File: config.mk
export PLATFORM = sky130hd
export DESIGN_NAME = acc_round_unit
export DESIGN_NICKNAME = d
export VERILOG_FILES = /design/src/rtl/acc_rnd_pkg.sv /design/src/rtl/rnd_decide.sv /design/src/rtl/rnd_incr.sv /design/src/rtl/acc_round_unit.sv
export SDC_FILE = /design/constraint.sdc
export NUM_CORES = 1
export LEC_CHECK = 0
export BUFFER_PORTS_ARGS = -buffer_cell sky130_fd_sc_hd__buf_2
export CAP_MARGIN = 10
export CORE_MARGIN = 5
export CORE_UTILIZATION = 45
export DETAILED_ROUTE_END_ITERATION = 16
export PLACE_DENSITY = 0.95
export REMOVE_ABC_BUFFERS = 1
export SLEW_MARGIN = 10
export SYNTH_ARGS = -nofsm -noshare
export SYNTH_HDL_FRONTEND = slang
export SYNTH_SLANG_ARGS = --single-unit
File: constraint.sdc
create_clock -name clk -period 5 [get_ports clk]
set_clock_uncertainty 0.2 [all_clocks]
set_input_delay 1 -clock clk [delete_from_list [all_inputs] [get_ports clk]]
set_output_delay 1 -clock clk [all_outputs]
set_load 0.01 [all_outputs]
File: src/rtl/acc_rnd_pkg.sv
package acc_rnd_pkg;

    // Tie-break selection; encoding 0 is the reset default (convergent).
    typedef enum logic {
        RM_CONVERGENT = 1'b0,
        RM_TWOS       = 1'b1
    } rmode_e;

    // Output register occupancy.
    typedef enum logic {
        ST_EMPTY = 1'b0,
        ST_FULL  = 1'b1
    } pstate_e;

    // Where the discarded low half sits relative to one-half.
    typedef enum logic [1:0] {
        LC_BELOW = 2'd0,
        LC_TIE   = 2'd1,
        LC_ABOVE = 2'd2
    } lclass_e;

endpackage

File: src/rtl/rnd_decide.sv
module rnd_decide
    import acc_rnd_pkg::*;
#(
    parameter int LO_W = 16
) (
    input  logic [LO_W-1:0] lo,
    input  logic            keep_lsb,
    input  rmode_e          mode,
    output logic            bump
);
    localparam logic [LO_W-1:0] HALF = {1'b1, {(LO_W-1){1'b0}}};

    lclass_e cls;

    always_comb begin
        if (lo > HALF)       cls = LC_ABOVE;
        else if (lo == HALF) cls = LC_TIE;
        else                 cls = LC_BELOW;
    end

    always_comb begin
        unique case (cls)
            LC_ABOVE: bump = 1'b1;
            LC_TIE:   bump = (mode == RM_TWOS) ? 1'b1 : keep_lsb;
            default:  bump = 1'b0;
        endcase
    end

endmodule

File: src/rtl/rnd_incr.sv
module rnd_incr #(
    parameter int UP_W = 20,
    parameter int LO_W = 16
) (
    input  logic [UP_W-1:0]      upper,
    input  logic                 bump,
    output logic [UP_W+LO_W-1:0] rounded
);
    logic [UP_W-1:0] sum;

    always_comb begin
        sum     = upper + {{(UP_W-1){1'b0}}, bump};
        rounded = {sum, {LO_W{1'b0}}};
    end

endmodule

File: src/rtl/acc_round_unit.sv
module acc_round_unit
    import acc_rnd_pkg::*;
#(
    parameter int EXT_W = 4,
    parameter int HI_W  = 16,
    parameter int LO_W  = 16
) (
    input  logic                           clk,
    input  logic                           rst,
    input  logic                           valid_i,
    input  logic                           mode_i,
    input  logic [EXT_W+HI_W+LO_W-1:0]     acc_i,
    output logic                           valid_o,
    output logic [EXT_W+HI_W+LO_W-1:0]     acc_o,
    output logic [HI_W-1:0]                word_o
);
    localparam int UP_W  = EXT_W + HI_W;
    localparam int ACC_W = UP_W + LO_W;
    localparam logic [LO_W-1:0] HALF = {1'b1, {(LO_W-1){1'b0}}};

    pstate_e          state_q, state_d;
    logic             bump;
    logic [ACC_W-1:0] rounded;
    logic [ACC_W-1:0] acc_q;

    rnd_decide #(.LO_W(LO_W)) u_decide (
        .lo       (acc_i[LO_W-1:0]),
        .keep_lsb (acc_i[LO_W]),
        .mode     (rmode_e'(mode_i)),
        .bump     (bump)
    );

    rnd_incr #(.UP_W(UP_W), .LO_W(LO_W)) u_incr (
        .upper   (acc_i[ACC_W-1:LO_W]),
        .bump    (bump),
        .rounded (rounded)
    );

    // Next-state logic: accept / stream / drain / idle.
    always_comb begin
        unique case (state_q)
            ST_EMPTY: state_d = valid_i ? ST_FULL : ST_EMPTY;
            ST_FULL:  state_d = valid_i ? ST_FULL : ST_EMPTY;
            default:  state_d = ST_EMPTY;
        endcase
    end

    always_ff @(posedge clk) begin
        if (rst) state_q <= ST_EMPTY;
        else     state_q <= state_d;
    end

    // Result register: loads only on accepted input.
    always_ff @(posedge clk) begin
        if (rst)          acc_q <= '0;
        else if (valid_i) acc_q <= rounded;
    end

    assign valid_o = (state_q == ST_FULL);
    assign acc_o   = acc_q;
    assign word_o  = acc_q[LO_W+HI_W-1:LO_W];

    p_low_clear_r1: assert property (@(posedge clk) disable iff (rst)
        valid_i |=> (acc_o[LO_W-1:0] == '0));

    p_round_up_r2: assert property (@(posedge clk) disable iff (rst)
        (valid_i && acc_i[LO_W-1:0] > HALF) |=>
        (acc_o[ACC_W-1:LO_W] == UP_W'($past(acc_i[ACC_W-1:LO_W]) + 1'b1)));

    p_round_down_r3: assert property (@(posedge clk) disable iff (rst)
        (valid_i && acc_i[LO_W-1:0] < HALF) |=>
        (acc_o[ACC_W-1:LO_W] == $past(acc_i[ACC_W-1:LO_W])));

    p_tie_even_r4: assert property (@(posedge clk) disable iff (rst)
        (valid_i && !mode_i && acc_i[LO_W-1:0] == HALF && !acc_i[LO_W]) |=>
        (acc_o[ACC_W-1:LO_W] == $past(acc_i[ACC_W-1:LO_W])));

    p_tie_twos_r5: assert property (@(posedge clk) disable iff (rst)
        (valid_i && mode_i && acc_i[LO_W-1:0] == HALF) |=>
        (acc_o[ACC_W-1:LO_W] == UP_W'($past(acc_i[ACC_W-1:LO_W]) + 1'b1)));

    p_valid_next_r8: assert property (@(posedge clk) disable iff (rst)
        valid_i |=> valid_o);

    p_hold_r9: assert property (@(posedge clk) disable iff (rst)
        !valid_i |=> (!valid_o && $stable(acc_o)));

endmodule

### After elaboration in Yosys (flattened, before gate mapping)

Cells that the tools add are included.
W data, S select, Z words.

* add/sub/neg operators: 1
* multiply operators: 0
* div/mod/pow operators: 0
* $lt $le $gt $ge: 1
* equality and inequality tests: 3
* shift operators: 0
* multiplexer cells: 5
* bitwise operators: 0
* reduce and logical (&&, ||, !) cells: 0

Operator list (count)
* $add A20 B1 Y20: 1
* $eq A16 B16 Y1 const B: 1
* $gt A16 B16 Y1 const B: 1
* $mux W1: 3
* $eq A2 B1 Y1 const B: 1
* $eq A2 B2 Y1 const B: 1
* $mux W2: 1
* $pmux W1 S2: 1

* flip-flop bits (word level): 21
* bits in latches: 0
* bits in writable memories: 0
* bits in read-only memories: 0
* bits of input ports: 40
* word-level logic and storage cells: 12
* memories kept: 0

### Depth between registers and ports, before layout

Gate-level depths: netlist of run 1.

* depth in word-level cells: 6
* mapped depth: 9
* mapped depth without buffers: 9

### Modules after synthesis

From an unflattened synthesis of run 1, not the netlist that was laid out.

* cell total of the unflattened synthesis: 208
* area total of the unflattened synthesis: 1993.2 um^2

Modules (own cells, without submodules)
* acc_round_unit: instances 1, cells an instance 134, area each 1452.6 um^2, sequential area each 740.7 um^2
* rnd_incr: instances 1, cells an instance 68, area each 500.5 um^2, sequential area each 0.0 um^2
* rnd_decide: instances 1, cells an instance 6, area each 40.0 um^2, sequential area each 0.0 um^2

### Worst setup path after synthesis of run 1

OpenSTA, ideal clock, no wires.

* path kind: input to register
* from: in acc_i[7]
* to: reg acc_q[28] (netlist: acc_o[28])
* library setup time: 0.086 ns
* arrival time: 2.675 ns
* slack: 2.039 ns
* cell stages on the path: 9
* path through: nor4_1 > nand4_1 > o41a_1 > ha_1 > ha_1 > nand3_1 > nor4_1 > xnor2_1 > a211oi_1

* longest elaborated chain between the ends: 6
* elaborated cells on any way between the ends: 8
* classes of those cells: add/sub: 1; order compare: 1; eq/ne: 3; mux: 3

RTL lines
* from (decl): RTL line acc_round_unit.sv:12 `input logic [EXT_W+HI_W+LO_W-1:0] acc_i,`
* parallel branches: the longest is 2 deep, another holds $gt A16 B16 Y1
* $mux W2 *: RTL line rnd_decide.sv:16 `if (lo > HALF) cls = LC_ABOVE;`
* $eq A2 B1 Y1 / $eq A2 B2 Y1 (equally long branches): RTL line rnd_decide.sv:22 `unique case (cls)`
* $pmux W1 S2 *: RTL line rnd_decide.sv:22
* $add A20 B1 Y20 *: RTL line rnd_incr.sv:12 `sum = upper + {{(UP_W-1){1'b0}}, bump};`
* to (signal assigned): RTL line acc_round_unit.sv:56 `else if (valid_i) acc_q <= rounded;`
* to (decl): RTL line acc_round_unit.sv:24 `logic [ACC_W-1:0] acc_q;`

Mark *: on every way between the ends.
A chain may end at the register's enable or synchronous reset.

### Worst setup path in the final report of run 1

* from: in acc_i[7]
* to: reg acc_q[24] (netlist: acc_o[24])

The elaborated chain is that of the path after synthesis.

==> impl_metrics.yaml, run 1 <==
power_and_ir_drop:
  powerDensity_nw_per_um2: 221
  seq_power_share: 0.507
  vdd_ir_drop_max_v: 0.0000816
  leakage_nw: 0.754
  power.internal_w: 0.000250
  pwr-share-clk: 0.226
  p_comb_frac: 0.267
  p_switching_w: 0.000119
  netSwitchingFraction: 0.322
  total_power_w: 0.000368
timing:
  fin_tns_setup_ps: 0
  rsz0062_at_grt: "false"
  finalSetupViolations: 0
  worst_pin_slew_ps: 651
  hold_viol_final: 0
  finalMaxSlewViolations: 0
  relSlewSlack: 0.566
  period_share: 0.597
  whs_ps: 293
  max_freq_mhz: 335
  period_needed_ps: 2980
run:
  maxCapViolations: 0
grt:
  grt_start_max_net_pins: 40
  grt_overflow: 0
  grt_pass1_wl_mm: 5.38
  track_usage: 0.156
  grt_pass1_vias: 1259
  antenna_found_initial: 0
clock_tree:
  cts_resized: 0
  cts.sinks: 21
  holdBufCountCts: 0
  clockRootBuffer: "clkbuf_4"
  cts-buffers-inserted: 3
  cts_setup_buffers: 0
  path_clk_slew_ps: 120
  htree_levels: 1
  clock_latency_ps: 310
  cts_tree: "built"
  cts.path.max_buffers: 2
worst_setup_path:
  cp_top_family: "simple AND/OR/NAND/NOR gates"
  startpoint_type: "input port"
  end_kind: "flop"
  path_max_fanout: 5
  cp_common_cell: "ha_1"
  arrival_ps: 3000
  path_cells: "buf_2, nor4_1, nand4_1, o41a_1, ha_1, ha_1, nand3_1, nor3_1, xnor2_1, a211oi_1"
  rrSetupSlack_ps: 3960
  cp_slowest_stage_delay_ps: 340
  slowest_stage: "o41a_1"
  cp.buffers_inverters: 1
  worstPathRequired_ps: 5020
  crit_type: "in -> reg"
status:
  status: "finished, final reports clean"
finish:
  design_area_um2: 1670
  final_common_cell: "buf_2"
  layout-drive-gt1-share: 0.368
  nFillCells: 326
  final_nets: 272
  multiInputGateArea_um2: 774
  syn_to_final_growth_pct: 15.9
  regArea_um2: 420
  diodes: 0
  final_cell_mix: "buf_2, dfxtp_1, nor2_1, conb_1, a211oi_1"
synth:
  synth_edf_count: 0
  netlist.area_leader.share: 0.293
  yosys-top-cells-area: "dfxtp_1, buf_4, a211oi_1"
  netlist_area_um2: 1440
  async_reset_ff_frac: 0
  syn-instance-count: 172
  synth_cell_types: 37
  seq_area_frac_synth: 0.293
  yosys.area.top_type: "dfxtp_1"
  ys_warn_count: 0
  ys_ff_latch: 21
  synth_ff_type: "dfxtp_1"
  avgSynthCellArea_um2: 8.35
routing:
  drt_pass1_iterations: 4
  drc_errors: 0
  num_vias: 1373
  drtIter0Drc: 86
  avgRoutedWirePerCell_um: 13.1
  wirelength_mm: 3.56
  routed_via_density: 5.05
  drtAntennaViolNets: 0
placed_design:
  place_area_um2: 1640
  gp_congestion: 0.826
  dp_hpwl_mm: 2.83
  io_buffers: 76
floorplanning:
  dieWidth_um: 66.5
  die-area_um2: 4420
  pin_count: 93
  core_um2: 3050
  fp-row-count: 20
  fp.dieH_um: 66.5
  initial_core_util: 0.470
min_path:
  hp-class: "reg -> reg"
through the flow:
stage | utilization | std cells | setup WS (ps)
6_report | 0.545 | 272 | 2020
5_1_grt | 0.545 | 272 | 1850
4_1_cts | 0.545 | 272 | 2040
3_5_place_dp | 0.536 | 268 | 1720
3_3_place_gp | 0.536 | 268 | 1790
2_1_floorplan | - | 148 | 2040
layout make-up:
cell class                 count  area share
clock buffer                   3      0.0135
clock inverter                 1     0.00301
inverter                       2     0.00451
multi-input combinational    125       0.465
sequential                    21       0.252
tap                           44      0.0331
timing repair buffer          76       0.228
worst min-delay path, delay by kind of cell, from the launching register on:
family,cells,cell delay (ps)
DFF,1,340
and+or+nand+nor,2,130
Yosys cell counts (all sizes together), types with 2 or more instances:
library cell and instances:
inv 2, nor4 10, clkbuf 2, buf 37, mux2i 2, nor2 20
dfxtp 21, xor2 2, nand3 7, nand4 7, nand2 8, a311oi 5
or3 3, nor3 5, xnor2 9, nor3b 3, a211oi 11, or2 2
o21ai 3, ha 3
kinds of logic (layout without fill, tap and decap cells):
| group | count (synthesis) | count (layout) | synth area share |
|---|---|---|---|
| compound gates | 24 | 24 | 0.127 |
| xor+xnor | 11 | 11 | 0.0671 |
| fa+ha+maj | 3 | 3 | 0.0261 |
| buf+inv | 41 | 82 | 0.207 |
| flops | 21 | 21 | 0.293 |
| mux | 2 | 2 | 0.0139 |
| other cells | 1 | 16 | 0.00261 |
| simple gates | 69 | 69 | 0.263 |
worst paths after layout:
kind              startpoint         to  cells past startpoint
setup / recovery    acc_i[7]  acc_o[24]                     10
hold / removal     acc_o[32]  acc_o[32]                      2
setup reg to reg   acc_o[35]  acc_o[35]                      3
hold reg to reg    acc_o[32]  acc_o[32]                      2
state kept, by name, summed over array words and instances, names as in the netlist:
register and flops:
valid_o 1, acc_o 20
routing by layer:
| metal | GRT usage | routed length [um] |
|---|---|---|
| met1 | 0.190 | 1480 |
| met2 | 0.271 | 1800 |
| met3 | 0.0304 | 265 |
| met4 | 0.0508 | 17 |
| met5 | 0 | 0 |
power groups by stage:
| stage | sequential (W) | clock, W | combinational, W |
|---|---|---|---|
| after floorplan | 0.000201 | 0 | 0.0000318 |
| after global placement | 0.000190 | 0 | 0.0000956 |
| after detailed placement | 0.000190 | 0 | 0.0000979 |
| after CTS | 0.000187 | 0.0000865 | 0.0000985 |
| after global routing | 0.000188 | 0.0000964 | 0.000108 |
| final | 0.000187 | 0.0000833 | 0.0000982 |
(Power assumes the default switching activity.)
==> run 2, diff against run 1 <==
- CORE_UTILIZATION: 45 -> 42
- PLACE_DENSITY: 0.95 -> 0.91
- clock period: 5 -> 3.1 ns (I/O delays scaled with it)
==> run 2 against run 1 <==
Effect of this change:
- setup slack got worse by 1500 ps
- hold slack about the same
- clock power is 66% higher
- design area grew 0.53%
- sequential power grew 61%
- register-to-register slack worse by 1900 ps
- total power rose by 62%
- non-clock buffer count rose by 1
- wire length fell by 3.0%
- global-route usage shrank 1.2 points
==> impl_metrics.yaml, run 2 (synthesis results as in run 1) <==
clock_tree:
  cts_setup_buffers: 0
  htree_levels: 1
  holdBufCountCts: 0
  cts.path.max_buffers: 2
  path_clk_slew_ps: 120
  cts.sinks: 21
  cts-buffers-inserted: 3
  cts_tree: "built"
  cts_resized: 0
  clockRootBuffer: "clkbuf_4"
  clock_latency_ps: 320
finish:
  syn_to_final_growth_pct: 16.6
  final_nets: 273
  finalNonFillerCells: 275
  largest_register_ff_count: 20
  diodes: 0
  layout-drive-gt1-share: 0.367
  nFillCells: 310
  final_util: 0.502
  final_common_cell: "buf_2"
  final_cell_mix: "buf_2, dfxtp_1, nor2_1, conb_1, a211oi_1"
grt:
  grt_pass1_vias: 1179
  grt_start_max_net_pins: 28
  track_usage: 0.144
  grt_overflow: 0
  grt_pass1_wl_mm: 5.15
  antenna_found_initial: 0
timing:
  final.setup.worst_slack_ps: 543
  finalMaxSlewViolations: 0
  period_share: 0.825
  whs_ps: 293
  max_freq_mhz: 391
  period_needed_ps: 2560
  rsz0062_at_grt: "false"
  finalSetupViolations: 0
  fin_tns_setup_ps: 0
  hold_viol_final: 0
routing:
  drtIter0Drc: 52
  avgRoutedWirePerCell_um: 12.6
  drt_pass1_iterations: 4
  wirelength_mm: 3.46
  num_vias: 1357
  routed_via_density: 4.93
  drc_errors: 0
  drtAntennaViolNets: 0
floorplanning:
  core_um2: 3340
  fp-row-count: 21
  fp.dieH_um: 68.5
  initial_core_util: 0.430
  dieWidth_um: 68.5
  die-area_um2: 4690
  pin_count: 93
power_and_ir_drop:
  netSwitchingFraction: 0.320
  pwr-share-clk: 0.231
  p_comb_frac: 0.265
  powerDensity_nw_per_um2: 356
  vdd_ir_drop_max_v: 0.000139
  seq_power_share: 0.505
  leakage_nw: 0.756
  power.internal_w: 0.000406
  p_switching_w: 0.000191
worst_setup_path:
  cp.buffers_inverters: 1
  end_kind: "flop"
  path_max_fanout: 5
  startpoint_type: "input port"
  cp_slowest_stage_delay_ps: 350
  arrival_ps: 2590
  worstPathRequired_ps: 3140
  slowest_stage: "o41a_1"
  cp_top_family: "simple AND/OR/NAND/NOR gates"
  path_cells: "buf_2, nor4_1, nand4_1, o41a_1, ha_1, ha_1, nand3_1, nor4_1, xnor2_1, a211oi_1"
  crit_type: "in -> reg"
placed_design:
  dp_hpwl_mm: 2.82
  io_buffers: 76
  gp_congestion: 0.830
  pre_cts_slack_ps: 222
  dp.cells: 271
status:
  status: "finished, final reports clean"
run:
  maxCapViolations: 0
min_path:
  hp-class: "reg -> reg"
-- run 2: cell count changes in the layout (fill, tap and decap cells not counted), sizes merged --
cell    before  now
clkinv       1    0
clkbuf       3    4
buf         76   77
-- run 2: layout make-up --
| class | instances | area [um2] | share of cell area |
|---|---|---|---|
| multi-input combinational | 125 | 774 | 0.463 |
| sequential | 21 | 420 | 0.251 |
| timing repair buffer | 77 | 388 | 0.232 |
| tap | 46 | 57.6 | 0.0344 |
| clock buffer | 4 | 26.3 | 0.0157 |
| inverter | 2 | 7.51 | 0.00448 |
-- run 2: per-stage QoR --
| stage | cell area, um2 | power, W |
|---|---|---|
| floorplan | 1200 | 0.000376 |
| CTS | 1670 | 0.000598 |
| global placement | 1650 | 0.000461 |
| global route | 1670 | 0.000633 |
| detailed placement | 1650 | 0.000465 |
| finish | 1670 | 0.000596 |
-- run 2: power by group through the flow --
stage	combinational [W]	sequential, W	clock (W)
floorplan	0.0000513	0.000325	0
global placement	0.000155	0.000306	0
detailed placement	0.000158	0.000307	0
CTS	0.000158	0.000301	0.000138
global route	0.000175	0.000304	0.000154
finish	0.000158	0.000301	0.000138
-- run 2: routing by layer --
metal | vias to the layer above | wire length (um) | track usage
met5 | - | 0 | 0
met4 | 0 | 52 | 0.0744
met3 | 5 | 327 | 0.0378
met2 | 56 | 1640 | 0.228
met1 | 600 | 1440 | 0.178
li1 | 696 | - | -
-- run 2: worst paths after layout --
path | startpoint | endpoint | slack [ps] | depth (start not counted)
worst max-delay path | acc_i[16] | acc_o[30] | 540 | 10
worst min-delay path | acc_o[33] | acc_o[33] | 290 | 2
worst max register to register | acc_o[35] | acc_o[35] | 2070 | 3
worst min register to register | acc_o[33] | acc_o[33] | 290 | 2
-- run 2: tightest hold or removal path, stage by stage, from the launching register on --
cell and delay (ps):
dfxtp_1 330, nor2_1 80, a311oi_1 50
